<file path="config.mk">
export PLATFORM = sky130hd
export DESIGN_NAME = jtag_seq
export DESIGN_NICKNAME = d
export VERILOG_FILES = /design/src/rtl/jtag_seq.sv
export SDC_FILE = /design/constraint.sdc
export NUM_CORES = 1
export LEC_CHECK = 0
export BUFFER_PORTS_ARGS = -buffer_cell sky130_fd_sc_hd__buf_2
export CORE_ASPECT_RATIO = 0.9
export CORE_MARGIN = 10
export CORE_UTILIZATION = 55
export CTS_CLUSTER_SIZE = 16
export DETAILED_ROUTE_END_ITERATION = 12
export PLACE_DENSITY = 0.86
export SYNTH_ARGS = -nofsm -noshare
export SYNTH_HDL_FRONTEND = slang
export SYNTH_SLANG_ARGS = --single-unit
</file>
<file path="constraint.sdc">
create_clock -name clk -period 2.8 [get_ports clk]
set_input_delay 0.56 -clock clk [delete_from_list [all_inputs] [get_ports clk]]
set_output_delay 0.56 -clock clk [all_outputs]
set_load 0.01 [all_outputs]
</file>
<file path="src/rtl/jtag_seq.sv">
module jtag_seq #(
  parameter int HALF  = 4,
  parameter int RUN_W = 8,
  parameter int DW    = 32
) (
  input  logic             clk,
  input  logic             rst_n,
  input  logic             cmd_valid,
  output logic             cmd_ready,
  input  logic [2:0]       cmd_op,
  input  logic [RUN_W-1:0] cmd_len,
  input  logic [DW-1:0]    cmd_data,
  output logic             rsp_done,
  output logic [DW-1:0]    rsp_data,
  output logic [1:0]       port_state,
  output logic             tck,
  output logic             tms,
  output logic             tdi,
  output logic             trst_n,
  input  logic             tdo
);
  localparam int SHW = $clog2(DW);
  localparam int LW  = (RUN_W > SHW) ? RUN_W + 1 : SHW + 1;
  localparam int CW  = $clog2(HALF + 1);

  localparam logic [2:0] OP_RST = 3'd0, OP_REL = 3'd1, OP_IR  = 3'd2, OP_DR  = 3'd3,
                         OP_CMT = 3'd4, OP_RUN = 3'd5, OP_SHO = 3'd6, OP_SHI = 3'd7;
  localparam logic [1:0] ST_RST = 2'd0, ST_CMT = 2'd1, ST_RUN = 2'd2, ST_DAT = 2'd3;

  typedef enum logic [2:0] {PH_IDLE, PH_START, PH_SET, PH_PRE, PH_HIGH, PH_LOW, PH_DONE} ph_t;

  ph_t              ph;
  logic [CW-1:0]    pcnt;
  logic [DW-1:0]    word, cap, data_q;
  logic [LW-1:0]    left;
  logic [SHW-1:0]   idx;
  logic [2:0]       op_q;
  logic [RUN_W-1:0] len_q;
  logic             drv_tms, drv_tdi, smp, pend;

  logic [DW-1:0] m_word;
  logic [LW-1:0] m_left;
  logic          m_tms, m_tdi, m_smp, need_pc, wait_end;
  logic [1:0]    st_nxt;

  assign cmd_ready = (ph == PH_IDLE);
  assign rsp_done  = (ph == PH_DONE);
  assign rsp_data  = cap;
  assign wait_end  = (pcnt == CW'(HALF - 1));
  assign need_pc   = (port_state == ST_DAT) &&
                     (op_q == OP_IR || op_q == OP_DR || op_q == OP_RUN || op_q == OP_CMT);

  always_comb begin
    m_word = '0;
    m_left = '0;
    m_tms  = 1'b0;
    m_tdi  = 1'b0;
    m_smp  = 1'b0;
    case (op_q)
      OP_RST: begin m_word = DW'(7'h1F); m_left = LW'(7); m_tms = 1'b1; end
      OP_IR:  begin m_word = DW'(3'b011); m_left = LW'(3); m_tms = 1'b1; end
      OP_DR:  begin m_word = DW'(2'b01); m_left = LW'(2); m_tms = 1'b1; end
      OP_RUN: begin m_left = LW'(len_q); m_tms = 1'b1; end
      OP_SHO: begin
        m_word = data_q;
        m_left = LW'(len_q[SHW-1:0]) + LW'(1);
        m_tdi  = 1'b1;
        m_smp  = 1'b1;
      end
      OP_SHI: begin
        m_left = LW'(len_q[SHW-1:0]) + LW'(1);
        m_smp  = 1'b1;
      end
      default: ;
    endcase
  end

  always_comb begin
    case (op_q)
      OP_RST:        st_nxt = ST_RST;
      OP_IR, OP_DR:  st_nxt = ST_DAT;
      OP_RUN:        st_nxt = ST_RUN;
      OP_CMT:        st_nxt = (port_state == ST_DAT) ? ST_CMT : port_state;
      default:       st_nxt = port_state;
    endcase
  end

  always_ff @(posedge clk or negedge rst_n) begin
    if (!rst_n) begin
      ph         <= PH_IDLE;
      pcnt       <= '0;
      word       <= '0;
      cap        <= '0;
      data_q     <= '0;
      left       <= '0;
      idx        <= '0;
      op_q       <= OP_REL;
      len_q      <= '0;
      drv_tms    <= 1'b0;
      drv_tdi    <= 1'b0;
      smp        <= 1'b0;
      pend       <= 1'b0;
      port_state <= ST_RST;
      tck        <= 1'b0;
      tms        <= 1'b1;
      tdi        <= 1'b1;
      trst_n     <= 1'b0;
    end else begin
      case (ph)
        PH_IDLE: if (cmd_valid) begin
          op_q   <= cmd_op;
          len_q  <= cmd_len;
          data_q <= cmd_data;
          ph     <= PH_START;
        end
        PH_START: begin
          cap <= '0;
          idx <= '0;
          if (op_q == OP_RST) begin
            trst_n <= 1'b0;
            tck    <= 1'b0;
            tdi    <= 1'b1;
          end
          if (op_q == OP_REL) trst_n <= 1'b1;
          if (need_pc) begin
            word    <= DW'(2'b11);
            left    <= LW'(2);
            drv_tms <= 1'b1;
            drv_tdi <= 1'b0;
            smp     <= 1'b0;
            pend    <= (op_q != OP_CMT);
            ph      <= PH_SET;
          end else if (m_left == '0) begin
            ph <= PH_DONE;
          end else begin
            word    <= m_word;
            left    <= m_left;
            drv_tms <= m_tms;
            drv_tdi <= m_tdi;
            smp     <= m_smp;
            pend    <= 1'b0;
            ph      <= PH_SET;
          end
        end
        PH_SET: begin
          if (drv_tms) begin
            tms  <= word[0];
            word <= word >> 1;
          end
          pcnt <= '0;
          ph   <= PH_PRE;
        end
        PH_PRE: if (wait_end) begin
          pcnt <= '0;
          tck  <= 1'b1;
          ph   <= PH_HIGH;
        end else pcnt <= pcnt + CW'(1);
        PH_HIGH: if (wait_end) begin
          pcnt <= '0;
          tck  <= 1'b0;
          ph   <= PH_LOW;
        end else pcnt <= pcnt + CW'(1);
        PH_LOW: if (wait_end) begin
          pcnt <= '0;
          if (drv_tdi) begin
            tdi  <= word[0];
            word <= word >> 1;
          end
          if (smp) cap[idx] <= tdo;
          idx  <= idx + SHW'(1);
          left <= left - LW'(1);
          if (left == LW'(1)) begin
            if (pend && m_left != '0) begin
              word    <= m_word;
              left    <= m_left;
              drv_tms <= m_tms;
              drv_tdi <= m_tdi;
              smp     <= m_smp;
              pend    <= 1'b0;
              ph      <= PH_SET;
            end else begin
              pend <= 1'b0;
              ph   <= PH_DONE;
            end
          end else ph <= PH_SET;
        end else pcnt <= pcnt + CW'(1);
        PH_DONE: begin
          port_state <= st_nxt;
          ph         <= PH_IDLE;
        end
        default: ph <= PH_IDLE;
      endcase
    end
  end
endmodule

</file>
==> out/metrics.yaml, run 1 <==
run_status:
  status: "completed"
clocking:
  ctsLongestPathBuffers: 2
  numCtsBuffers: 17
  root_buffer: "clkbuf_16"
  cts.sinks: 137
  cts_tree: "done"
  post-cts-setup-buffer-count: 0
  clk_pin_slew_ps: 60
  ctsResizeCount: 0
  htree_levels: 4
  clk_latency_ps: 420
  hold_buffers: 0
worst_setup_path:
  cp_max_fo: 8
  startpoint_type: "flop"
  required_ps: 3090
  path_class: "flop to flop"
  reg2reg_depth: 9
  end_kind: "flop"
  worstPathArrival_ps: 3010
synthesis:
  synth_commonest_cells: "dfrtp_1, o21ai_0, a21oi_1"
  yosysMostFrequentCell: "dfrtp_1"
  synth_area_leaders: "dfrtp_1, mux2_2, o21ai_0"
  synthXorXnorAreaFrac_pct: 0.676
  syn_avg_cell_area_sq_um: 9.78
  synth.top_cell.area_share_pct: 43.1
  synth_compound_area_share_pct: 27.9
  synth.yosys.seq_area_share_pct: 44.2
  synth_top_area_cell: "dfrtp_1"
  synthFlopType: "dfrtp_1"
  synth_area_sq_um: 7770
  synth_edf_count: 0
  synth_cell_type_count: 66
  yosys.area_share.adder_pct: 1.29
  synth_warnings: 0
  syn_inst: 795
  async_flop_share_pct: 100
  syn_nets: 850
  synthSimpleGateAreaFrac_pct: 12.6
  synth_top_family_by_area: "compound AO/OA/AOI/OAI gates"
  muxShareOfSynthArea_pct: 8.73
  ys_seq_elements: 137
drt:
  drc_errors: 0
  first_pass_iters: 8
  ant_nets: 0
  drtIter0Drc: 828
  vias: 7060
  drt_wl_total_mm: 21.0
  vias_per_cell: 6.56
  wire_per_inst_um: 19.5
finish:
  final_nets: 927
  multiInputGateArea_sq_um: 4000
  regArea_sq_um: 3430
  antennaDiodeCount: 0
  fillCellCount: 1108
  drive_gt1_share_pct: 28.4
  utilization_pct: 65.3
  area_delta_synth_final_pct: 17.2
floorplanning:
  placementRows: 41
  num_io_pins: 87
  die-area_sq_um: 19300
  die_h_um: 133
  core_region_area_sq_um: 14000
  initial_core_util_pct: 55.7
  die_w_um: 145
global_routing:
  overflow: 0
  grt_pass1_vias: 6730
  grt_pass1_wl_mm: 35.0
  grt_usage_pct: 21.6
  grt_max_degree: 74
  antenna_found_initial: 0
pwr:
  pwr_density_cell_nw_per_um2: 477
  ir_worst_vdd_mv: 0.568
  p_leak_nw: 4.07
sta:
  setup_viol: 0
  setup_ws_ps: 83.0
  fmax_mhz: 368
  tightest_slew_ps: 1010
  hold_viol: 0
  clock_skew_ps: 9.48
  min_period_over_period_pct: 97.0
  slew-limit-headroom_pct: 32.9
  drv_slew: 0
  period_minus_slack_ps: 2720
  tns_ps: 0
  grt_setup_unrepaired: "no"
hold_path:
  hold_path_class: "input pin to asynchronous set/reset pin"
placement:
  dp_slack_ps: 49.2
  dp_hpwl_mm: 13.7
  gp_congestion: 0.877
  portBuffers: 86
flow_run:
  drv_cap: 0
## stage by stage
step | total power [mW] | cells | hold WS, ps | cell area [sq um]
after detailed placement | 2.09 | 1046 | 494 | 8500
after global placement | 2.09 | 1046 | 486 | 8500
after global routing | 4.48 | 1076 | 193 | 9110
after CTS | 4.38 | 1076 | 176 | 9100
final | 4.35 | 1076 | 149 | 9110
after floorplan | 2.02 | 795 | 264 | 7770
## final cells by class
type                            count  area share, %
Clock buffer                       20           5.01
Clock inverter                     10           1.58
Inverter                           13          0.536
Multi-Input combinational cell    575           43.9
Sequential cell                   137           37.7
Tap cell                          193           2.65
Timing Repair Buffer              128           8.67
## placed cells by master (no fill, tap or decap), types with 5 or more instances in the layout
master     synthesis  routed
ha_1               8       8
nor3_1            45      44
inv_1             11      11
a21oi_1           57      57
a31oi_1            6       5
buf_2              3      85
nor2b_1            5       5
o2bb2ai_1         26      26
mux2_2            54      54
a21oi_2           20      20
dfrtp_1          134     134
o22ai_1            7       7
clkbuf_16          0      17
a22o_1            27      27
a21o_1             6       6
buf_4              3      39
nand3_1           10      10
or2_2              5       5
nor2_1            30      30
a222oi_1          27      27
nand2_1           48      48
a211oi_1           7       7
mux2i_1            7       7
o21ai_0           88      88
nand4_1            6       6
## final timing paths
check	start	endpoint	slack (ps)
worst min register to register	rsp_data[0]	rsp_data[0]	500
worst max register to register	len_q[0]	left[0]	80
worst max-delay path	len_q[0]	left[0]	80
max in group asynchronous	rst_n	rsp_data[9]	1900
min in group clk	cmd_data[16]	data_q[16]	360
worst min-delay path	rst_n	rsp_data[22]	150
## registers in the layout, summed over array words and instances (netlist names)
register / count
tdi: 1
pend: 1
left: 9
port_state: 2
rsp_data: 32
pcnt: 3
trst_n: 1
op_q: 3
smp: 1
tms: 1
idx: 5
drv_tms: 1
data_q: 32
word: 32
ph: 3
drv_tdi: 1
len_q: 8
tck: 1
## report_power, final
| group | leakage (nW) | internal (mW) | switching (mW) | total [mW] |
|---|---|---|---|---|
| logic | 1.92 | 0.0271 | 0.0468 | 0.0739 |
| clock network | 0.285 | 1.44 | 0.852 | 2.29 |
| registers | 1.87 | 1.98 | 0 | 1.98 |
## metal layers
metal / share of wire, % / track usage (%) / up-vias / wire length, um
met3: 7.9 / 5.28 / 43 / 1670
met5: 0 / 0 / - / 0
met2: 48 / 33.8 / 380 / 10100
met4: 1.8 / 6.73 / 0 / 382
met1: 42 / 28.8 / 3426 / 8930
li1: - / - / 3211 / -
## cells by family after synthesis
| kind of cell | Yosys count |
|---|---|
| DFF | 137 |
| xor gates and xnor gates | 6 |
| muxes | 61 |
| buffers and inverters | 83 |
| adders and majority gates | 8 |
| AOI/OAI and AO/OA | 309 |
| and+or+nand+nor | 191 |
## critical path, stage by stage, from the launching register on
cell and delay [ps]:
dfrtp_1 370, buf_4 160, ha_1 230, xor2_1 170, a211oi_1 380, and4_1 340
a21o_1 330, buf_4 210, nor3_1 60, a221o_1 350
(Power assumes the default switching activity.)
==> run 2: changes to the inputs <==
--- a/config.mk
+++ b/config.mk
@@ -8,10 +8,11 @@
 export BUFFER_PORTS_ARGS = -buffer_cell sky130_fd_sc_hd__buf_2
 export CORE_ASPECT_RATIO = 0.9
 export CORE_MARGIN = 10
-export CORE_UTILIZATION = 55
+export CORE_UTILIZATION = 39
 export CTS_CLUSTER_SIZE = 16
 export DETAILED_ROUTE_END_ITERATION = 12
-export PLACE_DENSITY = 0.86
+export GPL_TIMING_DRIVEN = 0
+export PLACE_DENSITY = 0.67
 export SYNTH_ARGS = -nofsm -noshare
 export SYNTH_HDL_FRONTEND = slang
 export SYNTH_SLANG_ARGS = --single-unit
==> out/metrics.yaml, run 2 (synthesized netlist as in run 1, its figures left out) <==
placement:
  dp_cells: 1133
  dp_slack_ps: -344
  gp_congestion: 0.901
  dp_hpwl_mm: 15.7
  portBuffers: 86
clocking:
  numCtsBuffers: 17
  root_buffer: "clkbuf_16"
  htree_levels: 4
  cts_tree: "done"
  hold_buffers: 0
  ctsLongestPathBuffers: 2
  clk_pin_slew_ps: 60
  cts.sinks: 137
  clk_latency_ps: 420
pwr:
  pwr_density_cell_nw_per_um2: 476
  ir_worst_vdd_mv: 0.242
  p_leak_nw: 4.10
worst_setup_path:
  crit_top_cell: "buf_6"
  path_class: "flop to flop"
  reg2reg_depth: 8
  r2r_start: "len_q[0]"
  cp_top_family: "simple AND/OR/NAND/NOR gates"
  slowest_stage: "or4_4"
  startpoint_type: "flop"
  r2r_slack_ps: 40
  worstPathArrival_ps: 3100
  crit_buf_inv: 2
  worstReg2RegEnd: "word[23]"
  worstPathCellList: "or4_4 -> o31a_1 -> or3_4 -> o31ai_4 -> buf_6 -> buf_6 -> o2bb2ai_1 -> a21oi_2"
  cp_slowest_stage_delay_ps: 520
  cp_max_fo: 10
  end_kind: "flop"
  required_ps: 3150
floorplanning:
  core_region_area_sq_um: 19400
  placementRows: 48
  die_w_um: 169
  num_io_pins: 87
  die-area_sq_um: 26000
  initial_core_util_pct: 40.1
  die_h_um: 154
finish:
  final_cell_mix: "dfrtp_1, o21ai_0, buf_2, a21oi_1, mux2_2"
  final_nets: 968
  antennaDiodeCount: 0
  fin_cells: 1176
  drive_gt1_share_pct: 27.9
  multiInputGateArea_sq_um: 4060
  regArea_sq_um: 3440
  area_delta_synth_final_pct: 21.0
  fillCellCount: 1843
  final_common_cell: "dfrtp_1"
  utilization_pct: 48.5
drt:
  first_pass_iters: 7
  ant_nets: 0
  vias: 7105
  drtIter0Drc: 813
  wire_per_inst_um: 19.4
  vias_per_cell: 6.04
  drt_wl_total_mm: 22.8
  drc_errors: 0
run_status:
  status: "completed"
global_routing:
  grt_max_degree: 84
  grt.met1_usage_pct: 23.4
  grt_pass1_wl_mm: 37.5
  grt_pass1_vias: 7037
  grtUsageMet2_pct: 26.0
  overflow: 0
  met3_usage_pct: 3.82
  antenna_found_initial: 0
  grt_usage_pct: 17.3
  grt_busiest_layer: "met2"
sta:
  fmax_mhz: 363
  clock_skew_ps: 9.41
  setup_ws_ps: 44.0
  slew-limit-headroom_pct: 49.4
  grt_setup_unrepaired: "yes"
  min_period_over_period_pct: 98.4
  hold_viol: 0
  period_minus_slack_ps: 2760
  setup_viol: 0
  drv_slew: 0
  tightest_slew_ps: 759
flow_run:
  drv_cap: 0
hold_path:
  hold_path_class: "input pin to asynchronous set/reset pin"
[run 2: cell types whose count changed in the layout (fill, tap and decap cells not counted), sizes merged]
| cell | delta |
|---|---|
| buf | -13 |
| bufinv | +1 |
| clkbuf | +54 |
| clkinv | +3 |
| inv | -2 |
[run 2: repair_timing]
| action | 4_1_cts | 5_1_grt |
|---|---|---|
| gates resized for setup | 11 | 32 |
| setup endpoints to repair | 57 | 42 |
| cloned | 1 | 0 |
| pin swaps | 3 | 8 |
| buffers inserted | 4 | 8 |
[run 2: cell type report]
class | instances | share of cell area (%)
plain buffers | 68 | 3.59
clock buffers | 20 | 4.96
clock inverters | 12 | 1.82
inverters | 13 | 0.519
multi-input cells | 575 | 43.2
flip-flops and latches | 137 | 36.5
well taps | 250 | 3.33
repair buffers | 101 | 6.03
[run 2: through the flow]
stage	instance area (sq um)	power, mW	hold WS, ps	TNS (ps)
after floorplan	7770	2.02	264	0
after global placement	8520	2.09	491	-122380
after detailed placement	8560	2.10	497	-7430
after CTS	9260	4.53	217	0
after global routing	9400	4.62	261	-170
final	9400	4.48	198	0
[run 2: power breakdown]
part           internal, mW  switching [mW]  leakage, nW
sequential             1.98               0         1.86
clock                  1.56           0.866        0.308
combinational        0.0276          0.0490         1.93
[run 2: worst max path at each step]
stage | depth (start not counted) | start | end | slack (ps)
after floorplan | 8 | len_q[0] | word[11] | 250
after global placement | 1 | rst_n | data_q[25] | -780
after detailed placement | 10 | op_q[1] | word[8] | -340
after CTS | 9 | len_q[0] | word[23] | 3
after global routing | 9 | len_q[1] | left[2] | -30
final | 8 | len_q[0] | word[23] | 40
[run 2: per-layer routing]
layer | vias to the layer above | share of wire, % | wire (um)
met1 | 3491 | 45 | 10400
met3 | 37 | 6.9 | 1580
li1 | 3292 | - | -
met2 | 285 | 45 | 10300
met4 | 0 | 2.4 | 556
met5 | - | 0 | 0
==> run 3: changes to the inputs <==
--- a/config.mk
+++ b/config.mk
@@ -7,7 +7,7 @@
 export LEC_CHECK = 0
 export BUFFER_PORTS_ARGS = -buffer_cell sky130_fd_sc_hd__buf_2
 export CORE_ASPECT_RATIO = 0.9
-export CORE_MARGIN = 10
+export CORE_MARGIN = 2
 export CORE_UTILIZATION = 39
 export CTS_CLUSTER_SIZE = 16
 export DETAILED_ROUTE_END_ITERATION = 12
==> constraint.sdc (replaced) <==
create_clock -name clk -period 2.8 [get_ports clk]
set_input_delay 0.56 -clock clk [delete_from_list [all_inputs] [get_ports clk]]
set_output_delay 0.56 -clock clk [all_outputs]
set_load 0.1 [all_outputs]
==> out/metrics.yaml, run 3 (synthesized netlist as in run 1, its figures left out) <==
worst_setup_path:
  cp_max_fo: 10
  worstPathArrival_ps: 3170
  end_kind: "flop"
  cp_top_family: "simple AND/OR/NAND/NOR gates"
  path_class: "flop to flop"
  r2r_start: "len_q[1]"
  slowest_stage: "or4_1"
  required_ps: 3080
  crit_buf_inv: 1
  startpoint_type: "flop"
  worstPathCellList: "or4_1 -> o31a_1 -> nor4_1 -> a21o_1 -> clkbuf_4 -> mux2i_1 -> o311ai_0"
  crit_start: "len_q[1]"
  cp_slowest_stage_delay_ps: 510
sta:
  min_period_over_period_pct: 103
  setup_viol: 2
  hold_viol: 0
  clock_skew_ps: 12.4
  setup_ws_ps: -84.7
  slew-limit-headroom_pct: 50.4
  tightest_slew_ps: 739
  drv_slew: 0
  fmax_mhz: 347
  grt_setup_unrepaired: "yes"
  period_minus_slack_ps: 2880
drt:
  vias_per_cell: 5.99
  first_pass_iters: 8
  drc_errors: 0
  wire_per_inst_um: 18.6
  ant_nets: 0
  vias: 7057
  drtIter0Drc: 875
  drt_wl_total_mm: 21.9
clocking:
  htree_levels: 4
  clk_pin_slew_ps: 70
  clk_latency_ps: 430
  cts_tree: "done"
  ctsLongestPathBuffers: 2
  cts.sinks: 137
  numCtsBuffers: 17
  root_buffer: "clkbuf_16"
  hold_buffers: 0
pwr:
  p_int_mw: 3.33
  power_frac_comb_pct: 1.8
  p_sw_share_pct: 22.8
  p_leak_nw: 4.11
  switchingPower_uw: 986
  ir_worst_vdd_mv: 0.333
  power_frac_clock_pct: 52.4
  seqPwrFrac_pct: 45.8
  pwr_density_cell_nw_per_um2: 460
floorplanning:
  die-area_sq_um: 21100
  core_region_area_sq_um: 19300
  num_io_pins: 87
  die_w_um: 153
  initial_core_util_pct: 40.2
  placementRows: 48
  die_h_um: 138
global_routing:
  overflow: 0
  grt_pass1_vias: 6792
  antenna_found_initial: 0
  grt_usage_pct: 21.1
  grt_pass1_wl_mm: 35.7
  grt_max_degree: 71
finish:
  drive_gt1_share_pct: 27.7
  fin_area_sq_um: 9390
  antennaDiodeCount: 0
  fin_cells: 1179
  area_delta_synth_final_pct: 20.9
  final_nets: 971
  final_common_cell: "dfrtp_1"
  final_cell_mix: "dfrtp_1, o21ai_0, buf_2, a21oi_1, mux2_2"
placement:
  dp_hpwl_mm: 14.8
  gp_congestion: 0.899
  dp_cells: 1132
  dpl_cell_area_sq_um: 8550
  portBuffers: 86
run_status:
  violations: "negative setup slack"
  status: "finished with violations"
hold_path:
  hold_path_class: "input pin to asynchronous set/reset pin"
flow_run:
  drv_cap: 0
run 3: cell count changes in the layout (fill, tap and decap cells not counted), moves of 2 or more:
cell       change
clkinv_4       +4
clkinv_2       -3
bufinv_16      -2
inv_6          +4
clkbuf_1       -2
clkbuf_8       -3
run 3: repair_timing:
action | CTS | global route
gates resized for setup | 10 | 31
setup endpoints to repair | 73 | 69
pin swaps | 2 | 6
cloned | 0 | 1
buffers inserted | 5 | 10
run 3: routing by layer:
layer / wire (um) / track usage (%) / vias to the layer above / part of all wire [%]
met3: 1700 / 5.16 / 29 / 7.8
met1: 9860 / 29.3 / 3419 / 45
li1: - / - / 3299 / -
met2: 9970 / 32.0 / 310 / 45
met4: 399 / 8.23 / 0 / 1.8
met5: 0 / 0 / - / 0
run 3: path summary, 6_finish.rpt:
kind,slack (ps),cells after the start,end
worst min register to register,510,2,rsp_data[8]
worst min-delay path,120,1,rsp_data[16]
min in group clk,360,2,data_q[16]
worst max-delay path,-80,7,left[2]
worst max register to register,-80,7,left[2]
max in group asynchronous,1880,2,tms
run 3: worst reg2reg max path: stages, from the launching register on:
cell	delay [ps]
dfrtp_2	430
or4_1	510
o31a_1	350
nor4_1	460
a21o_1	360
clkbuf_4	300
mux2i_1	190
o311ai_0	140
run 3: stage by stage:
step / power [mW] / TNS (ps) / setup slack (ps) / util, % / hold WS [ps]
final: 4.32 / -98.2 / -84.7 / 48.6 / 123
after global routing: 4.46 / -694 / -144 / 48.6 / 174
after CTS: 4.36 / 0 / 2.09 / 47.6 / 150
after detailed placement: 2.10 / -15980 / -371 / 44.2 / 493
after global placement: 2.09 / -118450 / -770 / 44.1 / 487
after floorplan: 2.02 / 0 / 224 / - / 264
run 3: power groups by stage:
stage	clock network (mW)	logic, mW	registers [mW]
finish	2.26	0.0765	1.98
global route	2.39	0.0884	1.98
CTS	2.30	0.0808	1.98
detailed placement	0	0.0807	2.02
global placement	0	0.0742	2.02
floorplan	0	0.000803	2.02
run 3: cell type report:
type	count	area, sq um
Buffer	69	354
Clock buffer	17	425
Clock inverter	15	166
Fill cell	1788	9940
Inverter	13	48.8
Multi-Input combinational cell	575	4030
Sequential cell	137	3440
Tap cell	250	313
Timing Repair Buffer	103	618
